**src/rtl/icseq_pkg.sv**
```systemverilog
package icseq_pkg;
  localparam int OP_W = 4;

  typedef enum logic [3:0] {
    PH_NXTADR = 4'd0,
    PH_FETCH  = 4'd1,
    PH_DECODE = 4'd2,
    PH_OPADR  = 4'd3,
    PH_OPRD   = 4'd4,
    PH_EXEC   = 4'd5,
    PH_OPWR   = 4'd6,
    PH_IRQCHK = 4'd7,
    PH_PARK   = 4'd8
  } phase_t;

  localparam logic [OP_W-1:0] OP_NOP   = 4'd0;
  localparam logic [OP_W-1:0] OP_LOAD  = 4'd1;
  localparam logic [OP_W-1:0] OP_ADD   = 4'd2;
  localparam logic [OP_W-1:0] OP_STORE = 4'd3;
  localparam logic [OP_W-1:0] OP_JUMP  = 4'd4;
  localparam logic [OP_W-1:0] OP_RETI  = 4'd5;
  localparam logic [OP_W-1:0] OP_EI    = 4'd6;
  localparam logic [OP_W-1:0] OP_HALT  = 4'd7;
  localparam logic [OP_W-1:0] OP_LOADI = 4'd8;
  localparam logic [OP_W-1:0] OP_LOADN = 4'd9;

  typedef struct packed {
    logic needs_opadr;
    logic needs_exec;
    logic needs_wr;
    logic indirect;
    logic is_jump;
    logic is_reti;
    logic is_ei;
    logic is_halt;
    logic acc_load;
    logic acc_add;
    logic acc_imm;
  } dec_t;
endpackage

```
**src/rtl/icseq_decode.sv**
```systemverilog
module icseq_decode import icseq_pkg::*; (
  input  logic [OP_W-1:0] opcode,
  output dec_t            dec
);
  always_comb begin
    dec = '0;
    unique case (opcode)
      OP_LOAD:  begin dec.needs_opadr = 1'b1; dec.needs_exec = 1'b1; dec.acc_load = 1'b1; end
      OP_ADD:   begin dec.needs_opadr = 1'b1; dec.needs_exec = 1'b1; dec.acc_add = 1'b1; end
      OP_STORE: begin dec.needs_opadr = 1'b1; dec.needs_wr = 1'b1; end
      OP_JUMP:  begin dec.needs_exec = 1'b1; dec.is_jump = 1'b1; end
      OP_RETI:  begin dec.needs_exec = 1'b1; dec.is_reti = 1'b1; end
      OP_EI:    begin dec.needs_exec = 1'b1; dec.is_ei = 1'b1; end
      OP_HALT:  dec.is_halt = 1'b1;
      OP_LOADI: begin dec.needs_exec = 1'b1; dec.acc_imm = 1'b1; end
      OP_LOADN: begin
        dec.needs_opadr = 1'b1; dec.needs_exec = 1'b1;
        dec.indirect = 1'b1; dec.acc_load = 1'b1;
      end
      default:  dec = '0;
    endcase
  end
endmodule

```
**src/rtl/icseq_pc_ctl.sv**
```systemverilog
module icseq_pc_ctl #(
  parameter int ADDR_W  = 12,
  parameter int PC_STEP = 1
) (
  input  logic              clk,
  input  logic              rst_n,
  input  logic              fetch_done,
  input  logic              jump_ld,
  input  logic [ADDR_W-1:0] jump_tgt,
  input  logic              reti,
  input  logic              ei,
  input  logic              at_check,
  input  logic              irq,
  input  logic [ADDR_W-1:0] vector,
  output logic [ADDR_W-1:0] pc
);
  localparam logic [ADDR_W-1:0] STEP = ADDR_W'(PC_STEP);

  logic [ADDR_W-1:0] epc;
  logic              ie;
  logic              just_en;
  logic              take;

  // a request is never taken in the check cycle of the instruction that enabled it
  assign take = at_check && irq && ie && !just_en;

  always_ff @(posedge clk) begin
    if (!rst_n) begin
      pc      <= '0;
      epc     <= '0;
      ie      <= 1'b0;
      just_en <= 1'b0;
    end else begin
      if (take) begin
        epc <= pc;
        pc  <= vector;
      end else if (reti) begin
        pc <= epc;
      end else if (jump_ld) begin
        pc <= jump_tgt;
      end else if (fetch_done) begin
        pc <= pc + STEP;
      end

      if (take)
        ie <= 1'b0;
      else if (reti || ei)
        ie <= 1'b1;

      if (reti || ei)
        just_en <= 1'b1;
      else if (at_check)
        just_en <= 1'b0;
    end
  end
endmodule

```
**src/rtl/instr_cycle_seq.sv**
```systemverilog
module instr_cycle_seq import icseq_pkg::*; #(
  parameter int DATA_W    = 16,
  parameter int ADDR_W    = 12,
  parameter int BYTE_ADDR = 0
) (
  input  logic              clk,
  input  logic              rst_n,
  input  logic              irq,
  input  logic [ADDR_W-1:0] irq_vector,
  output logic              mem_req_valid,
  input  logic              mem_req_ready,
  output logic              mem_req_we,
  output logic [ADDR_W-1:0] mem_req_addr,
  output logic [DATA_W-1:0] mem_req_wdata,
  input  logic              mem_rsp_valid,
  input  logic [DATA_W-1:0] mem_rsp_data,
  output logic [3:0]        phase
);
  localparam int PC_STEP = (BYTE_ADDR != 0) ? 2 : 1;
  localparam int PAD_W   = DATA_W - ADDR_W;

  phase_t            ph;
  logic [DATA_W-1:0] ir, mbr, acc;
  logic [ADDR_W-1:0] mar, pc;
  logic              rd_wait, ind_second;
  dec_t              dec;
  logic              exec_cyc, fetch_done;

  icseq_decode u_dec (
    .opcode (ir[DATA_W-1 -: OP_W]),
    .dec    (dec)
  );

  assign exec_cyc   = (ph == PH_EXEC);
  assign fetch_done = (ph == PH_FETCH) && rd_wait && mem_rsp_valid;

  icseq_pc_ctl #(.ADDR_W(ADDR_W), .PC_STEP(PC_STEP)) u_pc (
    .clk        (clk),
    .rst_n      (rst_n),
    .fetch_done (fetch_done),
    .jump_ld    (exec_cyc && dec.is_jump),
    .jump_tgt   (ir[ADDR_W-1:0]),
    .reti       (exec_cyc && dec.is_reti),
    .ei         (exec_cyc && dec.is_ei),
    .at_check   (ph == PH_IRQCHK),
    .irq        (irq),
    .vector     (irq_vector),
    .pc         (pc)
  );

  assign mem_req_valid = (((ph == PH_FETCH) || (ph == PH_OPRD)) && !rd_wait) || (ph == PH_OPWR);
  assign mem_req_we    = (ph == PH_OPWR);
  assign mem_req_addr  = mar;
  assign mem_req_wdata = mbr;
  assign phase         = ph;

  always_ff @(posedge clk) begin
    if (!rst_n) begin
      ph         <= PH_NXTADR;
      ir         <= '0;
      mbr        <= '0;
      acc        <= '0;
      mar        <= '0;
      rd_wait    <= 1'b0;
      ind_second <= 1'b0;
    end else begin
      unique case (ph)
        PH_NXTADR: begin
          mar <= pc;
          ph  <= PH_FETCH;
        end
        PH_FETCH: begin
          if (!rd_wait) begin
            if (mem_req_ready) rd_wait <= 1'b1;
          end else if (mem_rsp_valid) begin
            ir      <= mem_rsp_data;
            mbr     <= mem_rsp_data;
            rd_wait <= 1'b0;
            ph      <= PH_DECODE;
          end
        end
        PH_DECODE: begin
          ind_second <= 1'b0;
          if (dec.is_halt)          ph <= PH_PARK;
          else if (dec.needs_opadr) ph <= PH_OPADR;
          else if (dec.needs_exec)  ph <= PH_EXEC;
          else                      ph <= PH_IRQCHK;
        end
        PH_OPADR: begin
          mar <= ind_second ? mbr[ADDR_W-1:0] : ir[ADDR_W-1:0];
          if (dec.needs_wr) begin
            mbr <= acc;
            ph  <= PH_OPWR;
          end else begin
            ph  <= PH_OPRD;
          end
        end
        PH_OPRD: begin
          if (!rd_wait) begin
            if (mem_req_ready) rd_wait <= 1'b1;
          end else if (mem_rsp_valid) begin
            mbr     <= mem_rsp_data;
            rd_wait <= 1'b0;
            if (dec.indirect && !ind_second) begin
              ind_second <= 1'b1;
              ph         <= PH_OPADR;
            end else begin
              ph         <= PH_EXEC;
            end
          end
        end
        PH_EXEC: begin
          if (dec.acc_load)     acc <= mbr;
          else if (dec.acc_add) acc <= acc + mbr;
          else if (dec.acc_imm) acc <= {{PAD_W{1'b0}}, ir[ADDR_W-1:0]};
          ph <= PH_IRQCHK;
        end
        PH_OPWR: begin
          if (mem_req_ready) ph <= PH_IRQCHK;
        end
        PH_IRQCHK: ph <= PH_NXTADR;
        PH_PARK:   ph <= PH_PARK;
        default:   ph <= PH_NXTADR;
      endcase
    end
  end
endmodule

```
**config.mk**
```make
export PLATFORM = sky130hd
export DESIGN_NAME = instr_cycle_seq
export DESIGN_NICKNAME = d
export VERILOG_FILES = /design/src/rtl/icseq_pkg.sv /design/src/rtl/icseq_decode.sv /design/src/rtl/icseq_pc_ctl.sv /design/src/rtl/instr_cycle_seq.sv
export SDC_FILE = /design/constraint.sdc
export NUM_CORES = 1
export LEC_CHECK = 0
export CAP_MARGIN = 15
export CORE_MARGIN = 2
export CORE_UTILIZATION = 51
export CTS_CLUSTER_DIAMETER = 30
export DETAILED_ROUTE_END_ITERATION = 8
export PLACE_DENSITY = 0.77
export SLEW_MARGIN = 0
export SYNTH_ARGS = -nofsm -noshare
export SYNTH_HDL_FRONTEND = slang
export SYNTH_SLANG_ARGS = --single-unit
```
**constraint.sdc**
```tcl
create_clock -name clk -period 2.25 [get_ports clk]
set_input_delay 0.45 -clock clk [delete_from_list [all_inputs] [get_ports clk]]
set_output_delay 0.45 -clock clk [all_outputs]
set_load 0.01 [all_outputs]
```
## Word-level counts from Yosys, hierarchy flattened

Cells that the tools add are included.

- Latch bits: 0
- Memories kept: 0
- Memory bits (writable): 0
- ROM bits: 0
- Bits in registers: 92
- Input port bits: 33
- Output and inout bits: 34

- Shift operators: 0
- Equal/unequal tests: 26
- Bitwise logic cells: 1
- $mul: 0
- Add/sub/neg operators: 2
- $lt $le $gt $ge: 0
- Reduce and logical (&&, ||, !) cells: 33
- Divide/modulo/power cells: 0
- Multiplexer cells: 44

Operators by type and width:

| operator | number |
|---|---|
| 16-bit two-way mux | 6 |
| 12-bit two-way mux | 5 |
| 4-bit by 3-bit equality test with 1-bit output (second input constant) | 8 |
| 16-bit one-hot mux with 2 select lines | 1 |
| 4-bit one-hot mux with 8 select lines | 1 |
| 4-bit two-way mux | 6 |
| 12-bit one-hot mux with 2 select lines | 1 |
| 1-bit two-way mux | 19 |
| 16-bit adder | 1 |
| 4-bit by 2-bit equality test with 1-bit output (second input constant) | 4 |
| 12-bit by 1-bit adder with 12-bit output (second input constant) | 1 |
| 4-bit equality test (second input constant) | 3 |
| 2-bit inequality test (second input constant) | 6 |
| 1-bit logical AND | 10 |
| 4-bit by 1-bit equality test with 1-bit output (second input constant) | 2 |
| 4-bit AND reduction | 2 |
| 2-bit nonzero test | 4 |
| 7-bit OR reduction | 1 |
| 3-bit two-way mux | 2 |
| 2-bit by 1-bit inequality test with 1-bit output (second input constant) | 3 |
| 2-bit OR reduction | 3 |
| 5-bit AND reduction | 1 |
| 4-bit logical NOT | 1 |
| 2-bit two-way mux | 2 |
| 9 further kinds | 13 |

## Depth between registers and ports, before layout

Gate-level depths: netlist of the first run.

- Depth after elaboration: 7
- Gate-level depth with buffers: 8

## Cells and area by module

From an unflattened synthesis of the first run, not the netlist that was laid out.

- Cells, all modules: 759
- Area, all modules: 5,833.1 um^2

By module, submodules not included:

| module | area an instance (um^2) | times used | cells each |
|---|---|---|---|
| instr_cycle_seq | 4,171.5 | 1 | 536 |
| icseq_pc_ctl | 1,556.5 | 1 | 203 |
| icseq_decode | 105.1 | 1 | 20 |

## Least setup slack after synthesis of the first run

OpenSTA, ideal clock, no wires.

- Kind: reg2reg
- From: register mbr[0], in the netlist mem_req_wdata[0]
- To: register acc[12]
- Arrival time: 2.240 ns
- Required time: 2.120 ns
- Path slack: -0.120 ns
- Cell stages (with the launch flop): 9
- Buffers on the path: 0
- Setup time: 0.130 ns
- Period minus slack after synthesis: 2.370 ns
- Cell sequence: dfxtp_1 > ha_1 > fa_1 > a21o_1 > a221o_1 > o31a_1 > o21ai_0 > mux2i_1 > o21ai_0

- Cells in the longest elaborated chain, start to end: 3

Ends and longest elaborated chain:

| item | line | text |
|---|---|---|
| start: declaration | instr_cycle_seq.sv:23 | `logic [DATA_W-1:0] ir, mbr, acc;` |
| start signal: assignment | instr_cycle_seq.sv:77 | `mbr <= mem_rsp_data;` |
| start signal: assignment | instr_cycle_seq.sv:102 | `mbr <= mem_rsp_data;` |
| 16-bit adder | instr_cycle_seq.sv:114 | `else if (dec.acc_add) acc <= acc + mbr;` |
| 16-bit two-way mux | instr_cycle_seq.sv:114 |  |
| 16-bit two-way mux | instr_cycle_seq.sv:113 | `if (dec.acc_load) acc <= mbr;` |
| end signal: assignment | instr_cycle_seq.sv:113 |  |
| end signal: assignment | instr_cycle_seq.sv:114 |  |
| end signal: assignment | instr_cycle_seq.sv:115 | `else if (dec.acc_imm) acc <= {{PAD_W{1'b0}}, ir[ADDR_W-1:0]};` |
| end: declaration | instr_cycle_seq.sv:23 |  |

Every way passes these cells.
A chain may end at the register's enable or synchronous reset.

## Worst setup path after layout of the first run

- From: register mbr[0], in the netlist mem_req_wdata[0]
- To: register acc[8]

The elaborated chain is that of the path after synthesis.

==> results of run 1 <==
logic make-up (layout without fill, tap and decap cells):
logic type      Yosys count  in the layout
xor+xnor                 14             14
mux                      26             26
buf+inv                  58            151
compound gates          209            209
fa+ha+maj                17             17
flops                    92             92
simple gates            285            285
placed cells by master, fill, tap and decap left out, types with 5 or more instances in the layout:
cell,netlist,final
sky130_fd_sc_hd__a211oi_1,24,21
sky130_fd_sc_hd__a21o_1,6,6
sky130_fd_sc_hd__a21oi_1,74,71
sky130_fd_sc_hd__a311oi_1,22,22
sky130_fd_sc_hd__a31oi_1,6,6
sky130_fd_sc_hd__and3_1,5,5
sky130_fd_sc_hd__buf_4,1,58
sky130_fd_sc_hd__clkbuf_8,0,10
sky130_fd_sc_hd__clkdlybuf4s50_1,0,64
sky130_fd_sc_hd__dfxtp_1,92,87
sky130_fd_sc_hd__ha_1,16,14
sky130_fd_sc_hd__inv_1,8,7
sky130_fd_sc_hd__mux2_2,7,7
sky130_fd_sc_hd__mux2i_1,19,19
sky130_fd_sc_hd__nand2_1,137,137
sky130_fd_sc_hd__nand2b_1,6,6
sky130_fd_sc_hd__nand3_1,15,15
sky130_fd_sc_hd__nand4_1,6,6
sky130_fd_sc_hd__nor2_1,74,74
sky130_fd_sc_hd__nor2b_1,8,7
sky130_fd_sc_hd__nor3_1,8,8
sky130_fd_sc_hd__o211ai_1,11,11
sky130_fd_sc_hd__o21ai_0,28,24
sky130_fd_sc_hd__o221ai_1,8,8
sky130_fd_sc_hd__or3_1,5,5
sky130_fd_sc_hd__xnor2_1,7,7
sky130_fd_sc_hd__xor2_1,7,7
worst min-delay path, cell delays in order (launching register included):
cell	delay, ns
sky130_fd_sc_hd__dfxtp_1	0.32
sky130_fd_sc_hd__nand2_1	0.05
sky130_fd_sc_hd__a21oi_1	0.06
layout make-up:
type                       count  area [sq um]
inverter                       8          30.0
clock inverter                 6          53.8
timing repair buffer         127          1160
multi-input combinational    551          3330
tap                          136           170
clock buffer                  10           138
sequential                    92          1850
fill                         862          3500
worst paths after layout:
kind | from | end | slack [ns] | cells after the start
worst max-delay path | mem_req_wdata[0] | acc[8] | 0.007 | 9
worst min-delay path | u_pc.epc[7] | u_pc.epc[7] | 0.47 | 2
worst max register to register | mem_req_wdata[0] | acc[8] | 0.007 | 9
worst min register to register | u_pc.epc[7] | u_pc.epc[7] | 0.47 | 2
flip-flops by register name, indices dropped and copies added, names as in the netlist:
register / flops
acc: 16
ir: 16
mem_req_wdata: 16
mem_req_addr: 12
u_pc.epc: 12
u_pc.pc: 12
phase: 4
ind_second: 1
rd_wait: 1
u_pc.ie: 1
u_pc.just_en: 1
metal layers:
| metal | track usage [%] | vias up |
|---|---|---|
| li1 | - | 2721 |
| met1 | 39.6 | 2662 |
| met2 | 46.2 | 258 |
| met3 | 3.43 | 33 |
| met4 | 9.49 | 0 |
| met5 | 0 | - |
power by group through the flow:
| stage | combinational [uW] | sequential [uW] | clock, uW |
|---|---|---|---|
| global placement | 2220 | 1970 | 0 |
| detailed placement | 2280 | 1980 | 0 |
| CTS | 2280 | 1950 | 1120 |
| floorplan | 1160 | 2050 | 0 |
| global route | 2520 | 1980 | 1200 |
| finish | 2340 | 1960 | 1120 |
stage by stage:
stage | hold slack [ns] | TNS [ns]
after floorplan | 0.433 | -0.00319
after global placement | 0.442 | -0.234
after detailed placement | 0.452 | -0.875
after CTS | 0.468 | 0
after global routing | 0.478 | -0.259
final | 0.468 | 0
repair_timing:
action | 4_1_cts | 5_1_grt
buffers inserted | 0 | 1
resized for setup | 4 | 22
endpoints found under the hold margin | 0 | 0
setup endpoints to repair | 6 | 14
pin swaps | 1 | 5
==> results.cfg, run 1 <==
[run_status]
outcome = finished, final reports clean

[layout]
instances_no_fill = 930
antennaDiodeCount = 0
post_route_cells_drive_above_1_share_pct = 13.9
syn_to_final_growth_pct = 26.3
fin_area_sq_um = 6730
nNetsFinal = 839
final_core_util_pct = 65.8

[timing]
relSlewSlack_pct = 54.8
final.period_utilization_pct = 99.7
rsz0062_at_grt = yes
timing.fmax_mhz = 446
fin_ws_ns = 0.00717
clock-skew-final_ns = 0.0133
post-route-min-period_ns = 2.24
setup_violations = 0
maxSlewViolCount = 0
count_of_final_hold_check_violations = 0
worst_pin_slew_ns = 0.678

[logic_synthesis]
synth_unique_cells = 61
synthesis.instances = 701
synth.yosys.warnings = 0
syn_area_sq_um = 5330
post_synth_fa_ha_maj_area_fraction_pct = 4.13
number_of_enable_type_register_cells_in_the_synthesized_netlist = 0
dominant_combinational_cell_family_by_area_after_synthesis = compound AO/OA/AOI/OAI gates
synth_largest_area_cell = sky130_fd_sc_hd__dfxtp_1
synth.yosys.seq_area_share_pct = 34.6
synthMostInstantiatedCell = sky130_fd_sc_hd__nand2_1
synthSimpleGateAreaFrac_pct = 23.8
post_synthesis_compound_gate_area_fraction_pct = 25.8
synthFlopType = sky130_fd_sc_hd__dfxtp_1
synth_largest_type_area_fraction_pct = 34.6
yosys-mux-area-fraction_pct = 5.05
ys_async_rst_share_pct = 0
yosys-top-cells-count = 137 x sky130_fd_sc_hd__nand2_1, 92 x sky130_fd_sc_hd__dfxtp_1, 74 x sky130_fd_sc_hd__a21oi_1, 74 x sky130_fd_sc_hd__nor2_1, 46 x sky130_fd_sc_hd__clkbuf_1
xor_xnor_fraction_of_synth_area_pct = 2.30
yosys-top-cells-area = sky130_fd_sc_hd__dfxtp_1 35%, sky130_fd_sc_hd__nand2_1 9.7%, sky130_fd_sc_hd__a21oi_1 7.0%, sky130_fd_sc_hd__nor2_1 5.2%, sky130_fd_sc_hd__ha_1 3.8%
synth.avg_cell_area_sq_um = 7.60
synth.ff_latch_count = 92
postSynthNetCount = 751

[setup_path]
crit_path_max_fanout = 2
start_kind = flop
crit_required_ns = 2.50
end_kind = flop
critPathArrivalTime_ns = 2.50
slowest_delay_ns = 0.35
worst_path_cell_chain = ha_4 -> fa_2 -> a21o_1 -> a221o_1 -> o31a_1 -> buf_4 -> xor2_1 -> nor2_1 -> o21ai_1
slowest_library_cell_on_the_worst_path = sky130_fd_sc_hd__dfxtp_2
critical_path_buf_inv_count = 1
critPathTopFamily = compound AO/OA/AOI/OAI gates
class_of_the_most_critical_setup_path = reg2reg

[die]
die_ar_sq_um = 11300
core_area_sq_um = 10200
floorplan.initialDensity_pct = 52.1
i_o_pin_total = 67
fp-row-count = 37
die_y_um = 106
fp.dieW_um = 106

[clocking]
ctsHtreeMaxLevel = 3
clk-insertion-delay-late_ns = 0.37
hold_buffers = 0
clkTransAtPathRegs_ns = 0.11
cts_tree = yes
cts_buffers = 9
cts_root_buffer = sky130_fd_sc_hd__clkbuf_8
cts.sink_count = 92
clk_path_buf_depth = 2

[detailed_routing]
drt_iter0_markers = 490
wl_met1_um = 7300
top_layer = met4
wl_met3_um = 1210
dr_wl_met2_um = 7610
remaining_drc_errors = 0
routed_wl_um = 16500
wl_per_cell_um = 17.7
antenna_violating_nets_post_route = 0
vias_per_cell = 6.10
drtPass1Iterations = 7
route.vias.total = 5674

[pwr]
total_switching_power_uw = 2180
pwr-share-seq_pct = 36.1
power.combinational.fraction_pct = 43.1
netSwitchingFraction_pct = 40.2
p_leak_uw = 0.00238
power.density_nw_per_um2 = 805
power.clock.fraction_pct = 20.8
worst_ir_drop_vdd_uv = 398
pint_uw = 3240
power.total_uw = 5420

[placed_design]
place.detailed.hpwl_um = 11800
placed_cell_area_sq_um = 6460
place_worst_setup_slack_ns = -0.135
placedCellCount = 913
globalplace.congestion = 1.03
portBuffers = 66

[global_routing]
grt_pass1_wl_um = 26200
pin_count_of_the_biggest_net_entering_global_routing = 64
grt_overflow = 0
first_global_vias = 5387
antenna_found_initial = 0
gr_util_all_layers_pct = 28.6

[hold_path]
holdCritPathClass = reg2reg

[flow_run]
max-cap-violations = 0
Note: power is estimated with default switching activity, not from simulation.
==> run 2, diff against run 1 <==
--- a/config.mk
+++ b/config.mk
@@ -6,7 +6,6 @@
 export NUM_CORES = 1
 export LEC_CHECK = 0
 export CAP_MARGIN = 15
-export CORE_MARGIN = 2
 export CORE_UTILIZATION = 51
 export CTS_CLUSTER_DIAMETER = 30
 export DETAILED_ROUTE_END_ITERATION = 8
==> results.cfg, run 2 (synthesized netlist as in run 1, its figures left out) <==
[run_status]
outcome = finished, final reports clean

[detailed_routing]
wl_per_cell_um = 17.8
routed_wl_um = 16600
drtPass1Iterations = 5
antenna_violating_nets_post_route = 0
drt_iter0_markers = 372
remaining_drc_errors = 0
route.vias.total = 5578
vias_per_cell = 5.95

[setup_path]
class_of_the_most_critical_setup_path = reg2reg
start_kind = flop
crit_required_ns = 2.51
worstSetupEndpoint = acc[8]
end_kind = flop
crit_path_max_fanout = 3
timing.reg2reg.worst_path_depth = 9
critical_path.startpoint = mem_req_wdata[0]
regToRegStartpoint = mem_req_wdata[0]
r2r_setup_slack_ns = 0.03
r2r_end = acc[8]
critPathArrivalTime_ns = 2.48

[global_routing]
grt_overflow = 0
antenna_found_initial = 0
first_global_vias = 5290
use_met2_pct = 50.4
busiest_layer = met2
gr_util_all_layers_pct = 30.9
grt_pass1_wl_um = 27100
pin_count_of_the_biggest_net_entering_global_routing = 64
gr-usage-met3_pct = 5.33
global_route.usage.met1_pct = 41.9

[layout]
post_route_cells_drive_above_1_share_pct = 14.8
fin_area_sq_um = 6840
nFillCells = 852
most-common-layout-cells = 137 x sky130_fd_sc_hd__nand2_1, 87 x sky130_fd_sc_hd__dfxtp_1, 73 x sky130_fd_sc_hd__nor2_1, 72 x sky130_fd_sc_hd__a21oi_1, 67 x sky130_fd_sc_hd__buf_4
final_core_util_pct = 68.7
antennaDiodeCount = 0
nNetsFinal = 849
syn_to_final_growth_pct = 28.3
layout_commonest_cell = sky130_fd_sc_hd__nand2_1

[timing]
post-route-min-period_ns = 2.22
setup_violations = 0
rsz0062_at_grt = yes
count_of_final_hold_check_violations = 0
hold_slack_ns = 0.462
final.period_utilization_pct = 98.8
clock-skew-final_ns = 0.0130
relSlewSlack_pct = 63.5
fin_ws_ns = 0.0273
worst_pin_slew_ns = 0.543
maxSlewViolCount = 0
timing.fmax_mhz = 450

[clocking]
hold_buffers = 0
clkTransAtPathRegs_ns = 0.10
clk-insertion-delay-late_ns = 0.37
cts_tree = yes
clk_path_buf_depth = 2
ctsHtreeMaxLevel = 3
cts_root_buffer = sky130_fd_sc_hd__clkbuf_8
cts.sink_count = 92
cts_buffers = 9

[die]
core_area_sq_um = 9950
floorplan.initialDensity_pct = 53.5
die_ar_sq_um = 10900
fp.dieW_um = 104
i_o_pin_total = 67
die_y_um = 104
fp-row-count = 36

[hold_path]
holdCritPathClass = reg2reg

[pwr]
power.combinational.fraction_pct = 43.2
power.total_uw = 5570
worst_ir_drop_vdd_uv = 444
power.clock.fraction_pct = 21.5
pwr-share-seq_pct = 35.4
total_switching_power_uw = 2160
p_leak_uw = 0.00244
power.density_nw_per_um2 = 814
pint_uw = 3410
netSwitchingFraction_pct = 38.8

[placed_design]
placed_cell_area_sq_um = 6530
globalplace.congestion = 0.958
place_worst_setup_slack_ns = -0.131
place.detailed.hpwl_um = 12200
portBuffers = 66

[flow_run]
max-cap-violations = 0
-- run 2: cell types whose count changed in the layout (fill, tap and decap cells not counted), sizes merged --
cell	delta
buf	+10
clkinvlp	+2
inv	-2
bufinv	+1
clkinv	-1
-- run 2: power by group through the flow --
stage	Combinational (uW)	Clock [uW]	Sequential (uW)
2_1_floorplan	1160	0	2050
3_3_place_gp	2290	0	1970
3_5_place_dp	2340	0	1980
4_1_cts	2340	1210	1950
5_1_grt	2600	1270	1990
6_report	2400	1200	1970
-- run 2: routing by layer --
layer | share of wire (%) | routed length [um]
met5 | 0 | 0
met1 | 45 | 7490
met3 | 6.6 | 1110
met4 | 1.3 | 217
met2 | 47 | 7830
-- run 2: worst min-delay path by stage --
| stage | start | depth (start not counted) | slack [ns] | to |
|---|---|---|---|---|
| after floorplan | u_pc.epc[11] | 2 | 0.43 | u_pc.epc[11] |
| after global placement | u_pc.epc[11] | 2 | 0.44 | u_pc.epc[11] |
| after detailed placement | u_pc.epc[0] | 2 | 0.45 | u_pc.epc[0] |
| after CTS | u_pc.epc[0] | 2 | 0.46 | u_pc.epc[0] |
| after global routing | u_pc.epc[10] | 2 | 0.47 | u_pc.epc[10] |
| final | u_pc.epc[0] | 2 | 0.46 | u_pc.epc[0] |
-- run 2: cell type report --
type / count / area [sq um] / share of cell area, %
clock buffers: 10 / 138 / 2.01
repair buffers: 137 / 1240 / 18.2
multi-input cells: 551 / 3340 / 48.8
flip-flops and latches: 92 / 1850 / 27.1
clock inverters: 6 / 70.1 / 1.02
well taps: 133 / 166 / 2.43
inverters: 8 / 30.0 / 0.439
-- run 2: per-stage QoR --
stage	TNS (ns)	cells
6_report	0	937
5_1_grt	-0.0968	937
4_1_cts	-0.0793	936
3_5_place_dp	-0.792	919
3_3_place_gp	-0.112	919
2_1_floorplan	-0.00319	701
-- run 2: worst max-delay path, stage by stage, from the launching register on --
cell                      delay [ns]
sky130_fd_sc_hd__dfxtp_2        0.35
sky130_fd_sc_hd__ha_4           0.16
sky130_fd_sc_hd__fa_2           0.34
sky130_fd_sc_hd__a21o_1         0.18
sky130_fd_sc_hd__a221o_1        0.35
sky130_fd_sc_hd__o31a_1         0.29
sky130_fd_sc_hd__buf_4          0.14
sky130_fd_sc_hd__xor2_1         0.13
sky130_fd_sc_hd__nor2_1         0.10
sky130_fd_sc_hd__o21ai_1        0.07
-- run 2: repair_timing --
action | 4_1_cts | 5_1_grt
buffers inserted | 1 | 1
gates resized for setup | 10 | 15
gates cloned | 0 | 0
pin swaps | 4 | 3
setup endpoints to repair | 6 | 11
==> run 3, diff against run 2 <==
--- a/config.mk
+++ b/config.mk
@@ -7,7 +7,6 @@
 export LEC_CHECK = 0
 export CAP_MARGIN = 15
 export CORE_UTILIZATION = 51
-export CTS_CLUSTER_DIAMETER = 30
 export DETAILED_ROUTE_END_ITERATION = 8
 export PLACE_DENSITY = 0.77
 export SLEW_MARGIN = 0
==> results of run 3 <==
The final DEF is identical to that of run 2; final timing and power are the same.
